`src/rtl/lmr_pkg.sv`:
```
package lmr_pkg;
    localparam int LMR_REGIONS = 13;
    localparam int LMR_IDX_W   = $clog2(LMR_REGIONS);
    localparam int LMR_AW      = 20;
    localparam int LMR_DW      = 32;
    localparam int LMR_VEC_W   = 2 * LMR_DW;
    localparam int LMR_SLICE   = 14;

    localparam logic [LMR_AW-1:0] TOP_FIRST = 20'hF0000;
    localparam logic [LMR_AW-1:0] TOP_LAST  = 20'hFFFFF;
    localparam logic [LMR_AW-1:0] ROM_BASE  = 20'hC0000;
    localparam logic [LMR_AW-1:0] VID_FIRST = 20'hA0000;
    localparam logic [LMR_AW-1:0] VID_LAST  = 20'hBFFFF;

    typedef enum logic [1:0] {
        ST_MMIO = 2'd0,
        ST_RO   = 2'd1,
        ST_WO   = 2'd2,
        ST_RW   = 2'd3
    } attr_e;

    typedef enum logic [1:0] {
        FS_IDLE   = 2'd0,
        FS_LEGACY = 2'd1,
        FS_SCAN   = 2'd2
    } fsm_e;
endpackage

```
`src/rtl/lmr_decode.sv`:
```
module lmr_decode
    import lmr_pkg::*;
(
    input  logic [LMR_VEC_W-1:0]         vec,
    output logic [LMR_REGIONS-1:0][1:0]  st
);
    for (genvar i = 0; i < LMR_REGIONS; i++) begin : g_field
        assign st[i] = 2'(vec >> ((i + 3) * 4));
    end
endmodule

```
`src/rtl/lmr_window.sv`:
```
module lmr_window
    import lmr_pkg::*;
(
    input  logic [LMR_IDX_W-1:0] idx,
    input  logic                 legacy,
    output logic [LMR_AW-1:0]    w_lo,
    output logic [LMR_AW-1:0]    w_hi
);
    localparam logic [LMR_AW-1:0] SLICE_SPAN = LMR_AW'((1 << LMR_SLICE) - 1);

    logic [LMR_AW-1:0] rom_lo;
    assign rom_lo = ROM_BASE + (LMR_AW'(idx - LMR_IDX_W'(1)) << LMR_SLICE);

    always_comb begin
        if (legacy) begin
            w_lo = VID_FIRST;
            w_hi = VID_LAST;
        end else if (idx == '0) begin
            w_lo = TOP_FIRST;
            w_hi = TOP_LAST;
        end else begin
            w_lo = rom_lo;
            w_hi = rom_lo + SLICE_SPAN;
        end
    end
endmodule

```
`src/rtl/lmr_attr_tracker.sv`:
```
module lmr_attr_tracker
    import lmr_pkg::*;
#(
    parameter logic [LMR_DW-1:0] RESET_LO = 32'h0000_0003,
    parameter logic [LMR_DW-1:0] RESET_HI = 32'h0000_0000
) (
    input  logic              clk,
    input  logic              rst_n,
    input  logic              wr_valid,
    output logic              wr_ready,
    input  logic              wr_sel,
    input  logic [LMR_DW-1:0] wr_data,
    output logic              evt_valid,
    input  logic              evt_ready,
    output logic [LMR_AW-1:0] evt_start,
    output logic [LMR_AW-1:0] evt_end,
    output logic [1:0]        evt_state,
    output logic              busy
);
    localparam logic [LMR_IDX_W-1:0] LAST_IDX = LMR_IDX_W'(LMR_REGIONS - 1);

    fsm_e                       fsm, fsm_nx;
    logic [LMR_IDX_W-1:0]       idx, idx_nx;
    logic [LMR_DW-1:0]          cur_lo, cur_hi, pend_data;
    logic                       pend_sel, pend_full, force_all;
    logic [LMR_REGIONS-1:0][1:0] old_st, new_st;

    logic              hit, last, advance, scan_end;
    logic              take_pend, take_dir, start_go, start_sel;
    logic [LMR_DW-1:0] start_data;

    lmr_decode u_dec (
        .vec ({cur_hi, cur_lo}),
        .st  (new_st)
    );

    lmr_window u_win (
        .idx    (idx),
        .legacy (fsm == FS_LEGACY),
        .w_lo   (evt_start),
        .w_hi   (evt_end)
    );

    assign hit        = force_all || (old_st[idx] != new_st[idx]);
    assign last       = (idx == LAST_IDX);
    assign advance    = (fsm == FS_SCAN) && (!hit || evt_ready);
    assign scan_end   = (fsm == FS_IDLE) || (advance && last);
    assign take_pend  = scan_end && pend_full;
    assign take_dir   = scan_end && !pend_full && wr_valid;
    assign start_go   = take_pend || take_dir;
    assign start_sel  = pend_full ? pend_sel  : wr_sel;
    assign start_data = pend_full ? pend_data : wr_data;
    assign wr_ready   = !pend_full;

    // next-state logic
    always_comb begin
        fsm_nx = fsm;
        idx_nx = idx;
        unique case (fsm)
            FS_IDLE: begin
                if (start_go) begin
                    fsm_nx = FS_SCAN;
                    idx_nx = '0;
                end
            end
            FS_LEGACY: begin
                if (evt_ready) begin
                    fsm_nx = FS_SCAN;
                    idx_nx = '0;
                end
            end
            FS_SCAN: begin
                if (advance) begin
                    if (last) begin
                        fsm_nx = start_go ? FS_SCAN : FS_IDLE;
                        idx_nx = '0;
                    end else begin
                        idx_nx = idx + LMR_IDX_W'(1);
                    end
                end
            end
            default: begin
                fsm_nx = FS_IDLE;
                idx_nx = '0;
            end
        endcase
    end

    // state register
    always_ff @(posedge clk or negedge rst_n) begin
        if (!rst_n) begin
            fsm <= FS_LEGACY;
            idx <= '0;
        end else begin
            fsm <= fsm_nx;
            idx <= idx_nx;
        end
    end

    // attribute words, snapshot and pending slot
    always_ff @(posedge clk or negedge rst_n) begin
        if (!rst_n) begin
            cur_lo    <= RESET_LO;
            cur_hi    <= RESET_HI;
            old_st    <= '0;
            force_all <= 1'b1;
            pend_full <= 1'b0;
            pend_sel  <= 1'b0;
            pend_data <= '0;
        end else begin
            if (start_go) begin
                old_st    <= new_st;
                force_all <= 1'b0;
                if (start_sel) cur_hi <= start_data;
                else           cur_lo <= start_data;
            end
            if (take_pend) begin
                pend_full <= 1'b0;
            end else if (wr_valid && wr_ready && !take_dir) begin
                pend_full <= 1'b1;
                pend_sel  <= wr_sel;
                pend_data <= wr_data;
            end
        end
    end

    // outputs
    always_comb begin
        evt_valid = 1'b0;
        evt_state = new_st[idx];
        unique case (fsm)
            FS_IDLE:   evt_valid = 1'b0;
            FS_LEGACY: begin
                evt_valid = 1'b1;
                evt_state = ST_MMIO;
            end
            FS_SCAN:   evt_valid = hit;
            default:   evt_valid = 1'b0;
        endcase
        busy = (fsm != FS_IDLE) || pend_full;
    end

    AST_WINDOW_ORDERED: assert property (@(posedge clk) disable iff (!rst_n)
        evt_valid |-> (evt_end > evt_start));
    AST_LEGACY_TO_FORCED: assert property (@(posedge clk) disable iff (!rst_n)
        (fsm == FS_LEGACY) && evt_ready |=> (fsm == FS_SCAN) && (idx == '0) && force_all);
    AST_IDX_ASCENDS: assert property (@(posedge clk) disable iff (!rst_n)
        advance && !last |=> (idx == $past(idx) + LMR_IDX_W'(1)));
    AST_EVT_HOLD: assert property (@(posedge clk) disable iff (!rst_n)
        evt_valid && !evt_ready |=> evt_valid && $stable(evt_start) && $stable(evt_state) && $stable(idx));
    AST_PEND_KEPT: assert property (@(posedge clk) disable iff (!rst_n)
        pend_full && !take_pend |=> pend_full && $stable(pend_data) && $stable(pend_sel));
    AST_EVT_NEEDS_BUSY: assert property (@(posedge clk) disable iff (!rst_n)
        evt_valid |-> busy);
endmodule

```
`config.mk`:
```
export PLATFORM = sky130hd
export DESIGN_NAME = lmr_attr_tracker
export DESIGN_NICKNAME = d
export VERILOG_FILES = /design/src/rtl/lmr_pkg.sv /design/src/rtl/lmr_decode.sv /design/src/rtl/lmr_window.sv /design/src/rtl/lmr_attr_tracker.sv
export SDC_FILE = /design/constraint.sdc
export NUM_CORES = 1
export LEC_CHECK = 0
export ABC_AREA = 1
export BUFFER_PORTS_ARGS = -buffer_cell sky130_fd_sc_hd__buf_2
export CAP_MARGIN = 40
export CORE_MARGIN = 10
export CORE_UTILIZATION = 37
export DETAILED_ROUTE_END_ITERATION = 8
export HOLD_SLACK_MARGIN = 0.03
export SLEW_MARGIN = 10
export SYNTH_ARGS = -nofsm -noshare
export SYNTH_HDL_FRONTEND = slang
export SYNTH_SLANG_ARGS = --single-unit
```
`constraint.sdc`:
```
create_clock -name clk -period 2.3 [get_ports clk]
set_input_delay 0.46 -clock clk [delete_from_list [all_inputs] [get_ports clk]]
set_output_delay 0.46 -clock clk [all_outputs]
set_load 0.03 [all_outputs]
```
Yosys cells after proc, flatten, opt, wreduce, memory -nomap -nowiden --
Index checks and enable logic that the tools add are counted.
Cells by class: $add $sub $neg 4, multipliers 0, divide/modulo/power cells 0, magnitude comparators 1, equal/unequal tests 8, shift-type cells 0, mux-type cells 25, bitwise gates (word level) 2, reduce and logical (&&, ||, !) cells 24
Operator list (count):
- 2-to-1 mux 20 bit | 4
- 2-to-1 mux 30 bit | 1
- adder 20 x 14 -> 20 bit (second input constant) | 1
- adder 20 bit (first input constant) | 1
- binary-select mux 2 bit (select 4 bit) | 2
- 2-to-1 mux 2 bit | 8
- 2-to-1 mux 4 bit | 4
- case mux 4 bit (3 select lines) | 1
- != test 2 bit (second input constant) | 4
- logical AND 1 bit | 7
- case mux 2 bit (3 select lines) | 1
- AND reduction 2 bit | 3
- logical OR 1 bit | 5
- < comparator 4 x 5 -> 1 bit (second input constant) | 1
- subtractor 4 x 1 -> 5 bit (second input constant) | 1
- adder 4 x 1 -> 4 bit (second input constant) | 1
- == test 4 bit (second input constant) | 1
- zero test 4 bit | 1
- AND reduction 4 bit | 1
- nonzero test 2 bit | 2
- zero test 1 bit | 3
- 2-to-1 mux 1 bit | 3
- AND reduction 3 bit | 1
- == test 2 x 1 -> 1 bit (second input constant) | 1
- 5 further kinds | 6
Storage, ports and cells: flip-flop bits (word level) 125, bits in latches 0, RAM bits 0, memory bits (read-only) 0, input port bits 37, output and inout port bits 45, logic and storage cells 85, memories 0

Depth between registers and ports, before layout --
Gate-level depths: netlist (run 1).
depth after elaboration 16, gate-level depth with buffers 20, gate-level depth less buffers 18

Cells and area by module --
A second synthesis (run 1) with hierarchy kept.
Second synthesis, totals: cell total of the unflattened synthesis 796, area total of the unflattened synthesis 6526.3 sq um
Modules (own cells, without submodules):
- lmr_attr_tracker | instances 1, cells each 719, area each 6007.0 sq um, sequential area each 3283.1 sq um
- lmr_window | instances 1, cells each 51, area each 324.1 sq um, sequential area each 0.0 sq um
- lmr_decode | instances 1, cells each 26, area each 195.2 sq um, sequential area each 0.0 sq um

Worst setup path before layout (run 1) --
No wires, ideal clock.
path kind reg2out, start point register idx[0], end point output evt_valid, arrival time 1965 ps, data required time 1840 ps, setup slack -125 ps, cell stages (with the launch flop) 14, path buffers 2, path through dfrtp_1 buf_6 buf_6 a21oi_1 o21ai_1 nand3_1 nand2_1 nand2_1 inv_1 nand2_1 nand2_1 nand3_2 nand2_1 a21boi_0
On the way: word-level cells in the longest chain between the ends 5, elaborated cells between the ends (all ways) 7, those cells by class eq/ne: 1; mux: 5; reduce/logical: 1
Ends and longest elaborated chain:
- start: declaration | RTL line lmr_attr_tracker.sv:23 | logic [LMR_IDX_W-1:0] idx, idx_nx;
- start signal: assignment | RTL line lmr_attr_tracker.sv:96 | idx <= idx_nx;
- binary-select mux 2 bit (select 4 bit) | RTL line lmr_attr_tracker.sv:44 | assign hit = force_all || (old_st[idx] != new_st[idx]);
- 2-to-1 mux 2 bit (implied by the code) | RTL line lmr_attr_tracker.sv:44
- != test 2 bit * | RTL line lmr_attr_tracker.sv:44
- logical OR 1 bit * | RTL line lmr_attr_tracker.sv:44
- case mux 1 bit (2 select lines) * | RTL line lmr_attr_tracker.sv:131 | unique case (fsm)
- end: declaration | RTL line lmr_attr_tracker.sv:13 | output logic evt_valid,
Every way passes the cells marked *; elsewhere a longest branch is shown, timed or not. The select of a mux whose other input is x is not followed.

Worst setup path after layout (run 1) --
Ends and elaborated chain as after synthesis.

==> summary.txt, run 1 <==
status - finished, violations left
violated checks - negative setup slack
critical path launch point type - flop
clock network latency to the later pin of the worst-skew pair - 0.34 ns
mux share of post-synthesis cell area - 2.67%
FF-to-FF path depth - 18
initial antenna violation count - 0
die area - 17000 µm²
Post-Route Setup TNS - -11.62 ns
Worst VDD drop - 0.876 mV
Total Wirelength - 11200 µm
Die Y - 130 µm
Critical Path Sink - evt_valid
DR WL/cell - 14.7 µm
clock share of power - 15.7%
P&R area growth vs syn - 34.6%
H-tree level count - 3
Hold Vio Cnt, Final - 0
post-route setup slack - -0.302 ns
Core ar. - 12000 µm²
I/O pin count - 82
Antenna Nets Post-Route - 0
RSZ-0062 raised after global routing - yes
Inserted Clock Buffers - 9
max_cap viols - 0
number of port buffers - 35
Final setup viols - 76
Sw Share - 44.0%
number of synthesized flops with an enable pin - 0
sequential share of the synthesized area - 42.9%
WP data arrival - 2.14 ns
HPWL after DPL - 7030 µm
ANT cells - 0
Placement Setup Slack - -0.0570 ns
Crit Path Category - reg -> out
vias per cell - 4.81
worst slew margin relative to its limit - 54.3%
fmax - 0.384 GHz
vias in the first global route - 3491
Post-Synth Simple-Gate Area - 23.4%
layout cell share with drive strength beyond 1 - 37.0%
CP startpoint - idx[0]$_DFFE_PN0P_
total track usage - 12.4%
Placer Congestion - 0.830
Hold WC Path Type - in -> async
Placed Instances - 724
clock skew - 0.0106 ns
die width - 130 µm
Post-synth top flop - dfrtp_1
largest net degree at the start of global routing - 41
hold buffer count at cts - 0
Cell Area, Synth - 4500 µm²
Slew Limit Fails - 0
Finished Layout Cells - 761
post-synthesis compound-gate area fraction - 13.4%
number of synthesized register bits - 77
Crit. End Element - output pin
Switch Pwr - 4320 µW
Synth warnings - 0
number of distinct library cells after synthesis - 36
FP Rows - 40
Cells after Synth - 553
adder-cell share of the synthesized area - 1.95%
FFs w/ async S/R, synth - 100%
DR vias - 3664
Slew @ Worst Pin - 0.684 ns
Internal - 5500 µW
Reg power frac - 25.0%
fin crit share - 113%
first-pass iteration count of the detailed router - 4
CTS tree - done
syn_area_per_cell - 8.13 µm²
P_leak - 0.00299 µW
# fillers - 1057
Tmin final - 2.60 ns
gr ovfl total - 0
crit path max fanout - 7
Cell Pwr Density - 1620 nW/µm²
Iteration-0 DRC Markers - 167
post-route DRC violation count - 0
combinational share of power - 59.2%
clock sinks - 77
clock slew at the register clock pins of the worst setup and hold paths - 0.06 ns
worst reg2reg endpoint - cur_hi[29]$_DFFE_PN0P_
first-pass GRT wire length - 17000 µm
reg-to-reg setup timing slack - -0.22 ns
fin nets - 653
final core utilization - 50.6%
CP Data Required Time - 1.84 ns
main combinational cell family by area after synthesis - simple AND/OR/NAND/NOR gates
CTS max path bufs - 2
RR Startpoint - idx[0]$_DFFE_PN0P_
Post-Synth XOR/XNOR Area - 0.390%
root buffer cell - clkbuf_16
Starting Density - 37.6%
worst hold slack - 0.0993 ns
[cell usage in the layout (no fill, tap or decap), types with 6 or more instances in the layout]
master,n
buf_2,25
inv_1,46
nand3_2,6
buf_4,18
nor2_1,13
o21ai_0,17
nand2_1,115
nand2_4,37
o21ai_2,40
buf_12,11
clkbuf_16,14
nand3_1,35
mux2i_1,12
nand2_2,24
dfrtp_1,73
buf_6,13
o21ai_1,20
conb_1,30
a21oi_1,8
[final cells by class]
class / count / area [µm²] / share of cell area (%)
tap: 147 / 184 / 3.04
timing repair buffer: 78 / 905 / 15.0
inverter: 53 / 228 / 3.76
sequential: 77 / 1930 / 31.9
clock inverter: 3 / 67.6 / 1.12
multi-input combinational: 390 / 2470 / 40.9
clock buffer: 13 / 260 / 4.30
[cells by family after synthesis]
| kind of cell | after synthesis |
|---|---|
| AOI/OAI and AO/OA | 92 |
| and+or+nand+nor | 247 |
| other | 2 |
| DFF | 77 |
| muxes | 12 |
| xor gates and xnor gates | 2 |
| adders and majority gates | 7 |
| buffers and inverters | 114 |
[power by group through the flow]
stage | combinational [µW] | sequential, µW | clock (µW)
after floorplan | 3210 | 2210 | 0
after detailed placement | 4070 | 2290 | 0
final | 5820 | 2460 | 1550
after global routing | 6330 | 2540 | 1650
after CTS | 5030 | 2300 | 1580
after global placement | 4010 | 2260 | 0
[synth_stat cells (all sizes together), types with 4 or more instances]
master / count / area (µm²)
nor2: 20 / 85.1
ha: 7 / 87.6
mux2i: 12 / 120
inv: 51 / 194
buf: 57 / 460
nand3: 43 / 225
clkbuf: 4 / 16.3
o21ai: 77 / 505
a21oi: 9 / 45.0
dfrtp: 75 / 1880
o211ai: 4 / 40.0
nand2: 178 / 693
[state kept, by name, summed over array words and instances, names as in the netlist]
name	cells
force_all	1
cur_lo	10
old_st	26
pend_sel	1
cur_hi	16
idx	4
fsm	2
pend_data	16
pend_full	1
[how the worst min path moves through the flow]
| stage | slack (ns) | depth (start not counted) | end |
|---|---|---|---|
| global route | 0.13 | 1 | pend_data[0]$_DFFE_PN0P_ |
| detailed placement | 0.46 | 2 | old_st[24]$_DFFE_PN0P_ |
| finish | 0.1 | 1 | pend_sel$_DFFE_PN0P_ |
| CTS | 0.11 | 1 | pend_sel$_DFFE_PN0P_ |
| global placement | 0.46 | 2 | old_st[16]$_DFFE_PN0P_ |
| floorplan | 0.16 | 0 | cur_hi[0]$_DFFE_PN0P_ |
[critical path: stages (launching register included)]
cell	delay (ns)
dfrtp_2	0.43
buf_12	0.16
buf_4	0.14
nand2_1	0.06
nand3_1	0.10
nand3_2	0.12
nand3_2	0.09
nand2_2	0.09
inv_2	0.05
nand2_2	0.06
nand2_2	0.05
nand3_2	0.09
nand2_2	0.05
a21boi_2	0.14
buf_6	0.14
[per-stage QoR]
| stage | total power, µW | cell area, µm² |
|---|---|---|
| global placement | 6280 | 4760 |
| floorplan | 5420 | 4600 |
| CTS | 8910 | 5540 |
| global route | 10500 | 6050 |
| finish | 9820 | 6050 |
| detailed placement | 6360 | 4760 |
[routing by layer]
metal	wire length (µm)	track usage [%]	vias to the layer above	share of wire (%)
met4	248	5.29	0	2.2
li1	-	-	1822	-
met5	0	0	-	0
met3	532	2.84	17	4.8
met2	5670	20.4	93	51
met1	4720	15.2	1732	42
[repair_timing]
| action | in CTS | in global routing |
|---|---|---|
| gates resized for setup | 65 | 107 |
| buffers inserted | 10 | 4 |
| hold endpoints to repair | 0 | 0 |
| gates cloned | 6 | 7 |
| pin swaps | 22 | 17 |
| setup endpoints to repair | 62 | 86 |
No activity file was read; power rests on OpenSTA's default activity.
==> run 2, diff against run 1 <==
--- a/config.mk
+++ b/config.mk
@@ -9,9 +9,9 @@
 export BUFFER_PORTS_ARGS = -buffer_cell sky130_fd_sc_hd__buf_2
 export CAP_MARGIN = 40
 export CORE_MARGIN = 10
-export CORE_UTILIZATION = 37
+export CORE_UTILIZATION = 35
 export DETAILED_ROUTE_END_ITERATION = 8
-export HOLD_SLACK_MARGIN = 0.03
+export HOLD_SLACK_MARGIN = 0.02
 export SLEW_MARGIN = 10
 export SYNTH_ARGS = -nofsm -noshare
 export SYNTH_HDL_FRONTEND = slang
==> run 2 against run 1 <==
  * The run still ends with negative setup slack left
  * Critical path depth unchanged
  * Non-clock buffer count increased by 4
  * Global-route usage increased by 0.50 points
  * Worst setup slack improved by 0.025 ns
  * Critical endpoint unchanged
==> summary.txt, run 2 (synthesis results as in run 1) <==
status - finished, violations left
violated checks - negative setup slack
die width - 133 µm (+2.4%)
Tmin final - 2.58 ns (-0.0246 ns)
fin crit share - 112% (-1.1 points)
first-pass GRT wire length - 19000 µm (+12%)
worst stage delay on the critical path - 0.45 ns (+0.02 ns)
Placer Congestion - 0.888 (+7.0%)
Finished Layout Cells - 791 (+3.9%)
worst-path cell chain - buf_6 -> buf_8 -> nor2_4 -> nor2_1 -> o21ai_1 -> nand3_1 -> nand2_1 -> nand2_2 -> nand2_1 -> nand2_2 -> nand3_2 -> nand2_1 -> a21boi_1 -> buf_4
Cell Pwr Density - 1560 nW/µm² (-3.8%)
Iteration-0 DRC Markers - 200 (+20%)
Crit. End Element - output pin
vias per cell - 4.67 (-3.0%)
number of port buffers - 35 (unchanged)
post-route DRC violation count - 0 (unchanged)
Worst VDD drop - 0.696 mV (-20%)
crit path max fanout - 8 (+1)
multi-input logic area - 2180 µm² (-12%)
FF-to-FF path depth - 21 (+3)
Antenna Nets Post-Route - 0 (unchanged)
RSZ-0062 raised after global routing - yes
worst slew margin relative to its limit - 59.4% (+5.2 points)
total track usage - 12.9% (+0.50 points)
FP Rows - 41 (+2.5%)
clock slew at the register clock pins of the worst setup and hold paths - 0.06 ns (about the same)
Slew @ Worst Pin - 0.607 ns (-0.0772 ns)
largest net degree at the start of global routing - 36 (-12%)
first-pass iteration count of the detailed router - 4 (unchanged)
clock sinks - 77 (unchanged)
Reg area - 1930 µm² (unchanged)
DR vias - 3693 (+0.79%)
Crit Path Category - reg -> out
max_cap viols - 0 (unchanged)
Placed Instances - 746 (+3.0%)
max reg flops - 26 (unchanged)
RR Startpoint - idx[0]$_DFFE_PN0P_
CP Data Required Time - 1.84 ns (about the same)
Total Wirelength - 11100 µm (-0.42%)
H-tree level count - 3 (unchanged)
CTS max path bufs - 2 (unchanged)
gr ovfl total - 0 (unchanged)
P_leak - 0.00285 µW (-4.8%)
Hold WC Path Type - in -> async
Core ar. - 12600 µm² (+5.5%)
Starting Density - 35.6% (-2.0 points)
layout cell share with drive strength beyond 1 - 32.3% (-4.7 points)
commonest non-fill, non-tap cell in the layout - nand2_1
fin nets - 658 (+0.77%)
Slowest-stage cell, CP - dfrtp_2
root buffer cell - clkbuf_16
Die Y - 133 µm (+2.4%)
Final setup viols - 74 (-2.6%)
reg-to-reg setup timing slack - -0.19 ns (+0.03 ns)
Inserted Clock Buffers - 9 (unchanged)
die area - 17800 µm² (+4.8%)
clock network latency to the later pin of the worst-skew pair - 0.34 ns (about the same)
initial antenna violation count - 0 (unchanged)
CP most frequent cell - nand2_1
Top reg by flops - old_st
most frequent cells in the layout - nand2_1 (142), dfrtp_1 (73), inv_1 (46)
clock skew - 0.00948 ns (-0.00114 ns)
critical path launch point type - flop
post-route setup slack - -0.277 ns (+0.0246 ns)
vias in the first global route - 3805 (+9.0%)
worst reg2reg endpoint - pend_data[29]$_DFFE_PN0P_
CTS tree - done
ANT cells - 0 (unchanged)
Post-Route Setup TNS - -11.68 ns (-0.0659 ns)
Largest regs - old_st x26, cur_hi x16, pend_data x16
fmax - 0.388 GHz (+0.95%)
# fillers - 1229 (+16%)
P&R area growth vs syn - 28.3%
WP data arrival - 2.12 ns (-0.02 ns)
Slew Limit Fails - 0 (unchanged)
Hold Vio Cnt, Final - 0 (unchanged)
HPWL after DPL - 7170 µm (+2.0%)
DR WL/cell - 14.1 µm (-4.2%)
I/O pin count - 82 (unchanged)
run 2: cell types whose count changed in the layout (fill, tap and decap cells not counted), sizes merged:
cell / delta
clkinvlp: +2
buf: +8
clkbuf: -6
bufinv: -2
inv: +3
run 2: metal layers:
metal | track usage [%] | up-vias | wire, µm
met5 | 0 | - | 0
met4 | 5.26 | 0 | 248
met3 | 3.61 | 20 | 668
met2 | 22.4 | 93 | 5640
met1 | 14.5 | 1746 | 4570
li1 | - | 1834 | -
run 2: layout make-up:
class / count / share of cell area, %
Multi-Input combinational cell: 390 / 37.8
Sequential cell: 77 / 33.5
Timing Repair Buffer: 82 / 16.3
Clock buffer: 11 / 4.21
Tap cell: 172 / 3.73
Inverter: 53 / 3.71
Clock inverter: 5 / 0.607
Timing Repair inverter: 1 / 0.152
run 2: how the worst max path moves through the flow:
| stage | from | to | slack (ns) | cells past startpoint |
|---|---|---|---|---|
| after detailed placement | idx[0]$_DFFE_PN0P_ | cur_hi[12]$_DFFE_PN0P_ | -0.08 | 17 |
| after global routing | idx[0]$_DFFE_PN0P_ | evt_valid | -0.39 | 15 |
| after floorplan | idx[1]$_DFFE_PN0P_ | evt_start[17] | 0.06 | 11 |
| final | idx[0]$_DFFE_PN0P_ | evt_valid | -0.28 | 14 |
| after global placement | idx[0]$_DFFE_PN0P_ | cur_hi[12]$_DFFE_PN0P_ | -0.05 | 17 |
| after CTS | idx[0]$_DFFE_PN0P_ | evt_valid | -0.29 | 14 |
run 2: per-stage QoR:
step | hold slack [ns] | util, % | total power, µW | setup WS, ns | cell area, µm²
final | 0.0720 | 45.7 | 9010 | -0.277 | 5770
after global routing | 0.102 | 45.7 | 9680 | -0.393 | 5770
after global placement | 0.447 | 37.5 | 6160 | -0.0516 | 4740
after CTS | 0.0897 | 44.9 | 8830 | -0.286 | 5670
after detailed placement | 0.449 | 37.5 | 6250 | -0.0762 | 4740
after floorplan | 0.164 | - | 5420 | 0.0625 | 4600
run 2: worst max-delay path: cells and delay by family, from the launching register on:
family          cells  cell delay [ns]
flops               1             0.45
simple gates        9             0.69
compound gates      2             0.20
buf+inv             3             0.46
run 2: power breakdown:
group,internal [µW],switching [µW],leakage [µW]
logic,2300,3010,0.00175
registers,1950,415,0.000965
clock network,762,566,0.000136
total,5010,3990,0.00285
run 2: what timing repair did:
action | CTS | global route
hold buffers | 0 | 0
pin swaps | 10 | 18
buffers inserted | 17 | 1
cloned | 14 | 0
endpoints found under the setup margin | 72 | 88
hold endpoints to repair | 0 | 0
resized for setup | 63 | 43
==> run 3, diff against run 2 <==
--- a/config.mk
+++ b/config.mk
@@ -8,11 +8,13 @@
 export ABC_AREA = 1
 export BUFFER_PORTS_ARGS = -buffer_cell sky130_fd_sc_hd__buf_2
 export CAP_MARGIN = 40
+export CELL_PAD_IN_SITES_DETAIL_PLACEMENT = 0
+export CELL_PAD_IN_SITES_GLOBAL_PLACEMENT = 1
 export CORE_MARGIN = 10
 export CORE_UTILIZATION = 35
 export DETAILED_ROUTE_END_ITERATION = 8
 export HOLD_SLACK_MARGIN = 0.02
-export SLEW_MARGIN = 10
+export PLACE_DENSITY_LB_ADDON = 0.1
 export SYNTH_ARGS = -nofsm -noshare
 export SYNTH_HDL_FRONTEND = slang
 export SYNTH_SLANG_ARGS = --single-unit
==> run 3 against run 2 <==
  * The flow still finishes with violations (negative setup slack)
  * Clock-buffer cell count fell by 1
  * Final cell count fell by 1.3%
  * Maximum frequency down 1.3%
  * First-iteration DRC count shrank 1.5%
  * Worst setup slack got worse by 0.035 ns
  * Cell area shrank 2.4%
  * Die area unchanged
  * Total power down 1.7%
  * Largest power group unchanged
  * Sequential power hardly changed
  * Register-to-register slack gained 0.06 ns
==> summary.txt, run 3 (synthesis results as in run 1) <==
Cell Pwr Density - 1570 nW/µm² (+0.71%)
clock sinks - 77 (unchanged)
most frequent cells in the layout - nand2_1 (120), dfrtp_1 (73), nand2_2 (55)
clock skew - 0.00612 ns (-0.00336 ns)
initial antenna violation count - 0 (unchanged)
FP Rows - 41 (unchanged)
die area - 17800 µm² (unchanged)
FF-to-FF path depth - 20 (-4.8%)
Starting Density - 35.6% (unchanged)
Hold Vio Cnt, Final - 0 (unchanged)
Iteration-0 DRC Markers - 197 (-1.5%)
max reg flops - 26 (unchanged)
RR Startpoint - idx[0]$_DFFE_PN0P_
Buf/Inv on CP - 4 (+1)
Placed Instances - 752 (+0.80%)
largest net degree at the start of global routing - 43 (+19%)
root buffer cell - clkbuf_16
worst stage delay on the critical path - 0.53 ns (+0.08 ns)
dpl cell area - 4810 µm² (+1.5%)
Hold WC Path Type - in -> async
H-tree level count - 3 (unchanged)
# fillers - 1311 (+6.7%)
CP top delay family - simple AND/OR/NAND/NOR gates
fmax - 0.383 GHz (-1.3%)
Largest regs - old_st x26, cur_hi x16, pend_data x16
Core ar. - 12600 µm² (unchanged)
fin crit share - 114% (+1.5 points)
worst-path cell chain - buf_12 -> clkinv_8 -> nand2_1 -> nand3_1 -> nand3_2 -> nand3_2 -> nand2_2 -> inv_2 -> nand2_2 -> nand2_2 -> nand3_2 -> nand2_1 -> a21boi_1 -> buf_4
Crit Path Category - reg -> out
DR WL/cell - 14.5 µm (+3.1%)
P_leak - 0.00276 µW (-3.2%)
Placement Setup Slack - -0.0354 ns (+0.0407 ns)
number of port buffers - 35 (unchanged)
layout cell share with drive strength beyond 1 - 35.1% (+2.8 points)
Tmin final - 2.61 ns (+0.0351 ns)
violated checks - negative setup slack
WP depth - 14 (unchanged)
vias in the first global route - 3451 (-9.3%)
HPWL after DPL - 7730 µm (+7.9%)
Design Area, Final - 5630 µm² (-2.4%)
Post-Route Setup TNS - -6.75 ns (+4.93 ns)
ANT cells - 0 (unchanged)
crit path max fanout - 10 (+2)
status - finished, violations left
Slowest-stage cell, CP - dfrtp_2
fin nets - 650 (-1.2%)
WP data arrival - 2.15 ns (+0.03 ns)
RSZ-0062 raised after global routing - yes
CTS max path bufs - 2 (unchanged)
Crit. End Element - output pin
Slew @ Worst Pin - 0.643 ns (+0.0353 ns)
post-route setup slack - -0.312 ns (-0.0351 ns)
Final setup viols - 79 (+6.8%)
vias per cell - 4.52 (-3.1%)
first-pass iteration count of the detailed router - 4 (unchanged)
commonest non-fill, non-tap cell in the layout - nand2_1
Finished Layout Cells - 781 (-1.3%)
Placer Congestion - 0.740 (-17%)
P&R area growth vs syn - 25.2%
Die Y - 133 µm (unchanged)
die width - 133 µm (unchanged)
total track usage - 12.3% (-0.58 points)
gr ovfl total - 0 (unchanged)
Antenna Nets Post-Route - 0 (unchanged)
clock slew at the register clock pins of the worst setup and hold paths - 0.06 ns (about the same)
CTS tree - done
critical path launch point type - flop
first-pass GRT wire length - 17900 µm (-5.8%)
CP Data Required Time - 1.84 ns (about the same)
I/O pin count - 82 (unchanged)
worst reg2reg endpoint - cur_hi[21]$_DFFE_PN0P_
post-route DRC violation count - 0 (unchanged)
DR vias - 3533 (-4.3%)
max_cap viols - 0 (unchanged)
Slew Limit Fails - 0 (unchanged)
Worst VDD drop - 0.592 mV (-15%)
Inserted Clock Buffers - 9 (unchanged)
worst slew margin relative to its limit - 57.1% (-2.4 points)
Total Wirelength - 11300 µm (+1.8%)
reg-to-reg setup timing slack - -0.13 ns (+0.06 ns)
Top reg by flops - old_st
clock network latency to the later pin of the worst-skew pair - 0.33 ns (about the same)
[run 3: worst max-delay path by stage]
stage	startpoint	end	slack (ns)
after floorplan	idx[1]$_DFFE_PN0P_	evt_start[17]	0.06
after global placement	idx[0]$_DFFE_PN0P_	pend_sel$_DFFE_PN0P_	-0.01
after detailed placement	idx[0]$_DFFE_PN0P_	pend_data[9]$_DFFE_PN0P_	-0.04
after CTS	idx[0]$_DFFE_PN0P_	evt_valid	-0.28
after global routing	idx[0]$_DFFE_PN0P_	evt_valid	-0.45
final	idx[0]$_DFFE_PN0P_	evt_valid	-0.31
[run 3: power breakdown]
part | internal [µW] | leakage [µW] | switching, µW
clock network | 829 | 0.000134 | 558
logic | 2130 | 0.00166 | 2970
registers | 1950 | 0.000965 | 410
[run 3: repair_timing]
item                       CTS  global route
gates resized for setup     16           102
gates cloned                 0             8
setup endpoints to repair   41            83
setup buffers                0             7
hold buffers                 0             0
pin swaps                    1             5
[run 3: cell type report]
class | count | area, µm² | area share, %
Sequential cell | 77 | 1930 | 34.3
Clock buffer | 10 | 229 | 4.07
Inverter | 53 | 214 | 3.80
Multi-Input combinational cell | 390 | 2220 | 39.5
Tap cell | 172 | 215 | 3.82
Clock inverter | 4 | 51.3 | 0.911
Timing Repair Buffer | 74 | 754 | 13.4
Timing Repair inverter | 1 | 11.3 | 0.200
[run 3: per-stage QoR]
| stage | hold WS (ns) | utilization [%] | power [µW] |
|---|---|---|---|
| final | 0.0891 | 44.6 | 8850 |
| after global routing | 0.127 | 44.6 | 9590 |
| after CTS | 0.101 | 40.7 | 7970 |
| after detailed placement | 0.457 | 38.1 | 6460 |
| after global placement | 0.458 | 38.1 | 6410 |
| after floorplan | 0.164 | - | 5420 |
[run 3: routing by layer]
layer,share of wire (%),GRT usage [%]
met2,46,19.0
met1,49,16.5
met3,4.1,2.63
met4,1.1,4.35
met5,0,0
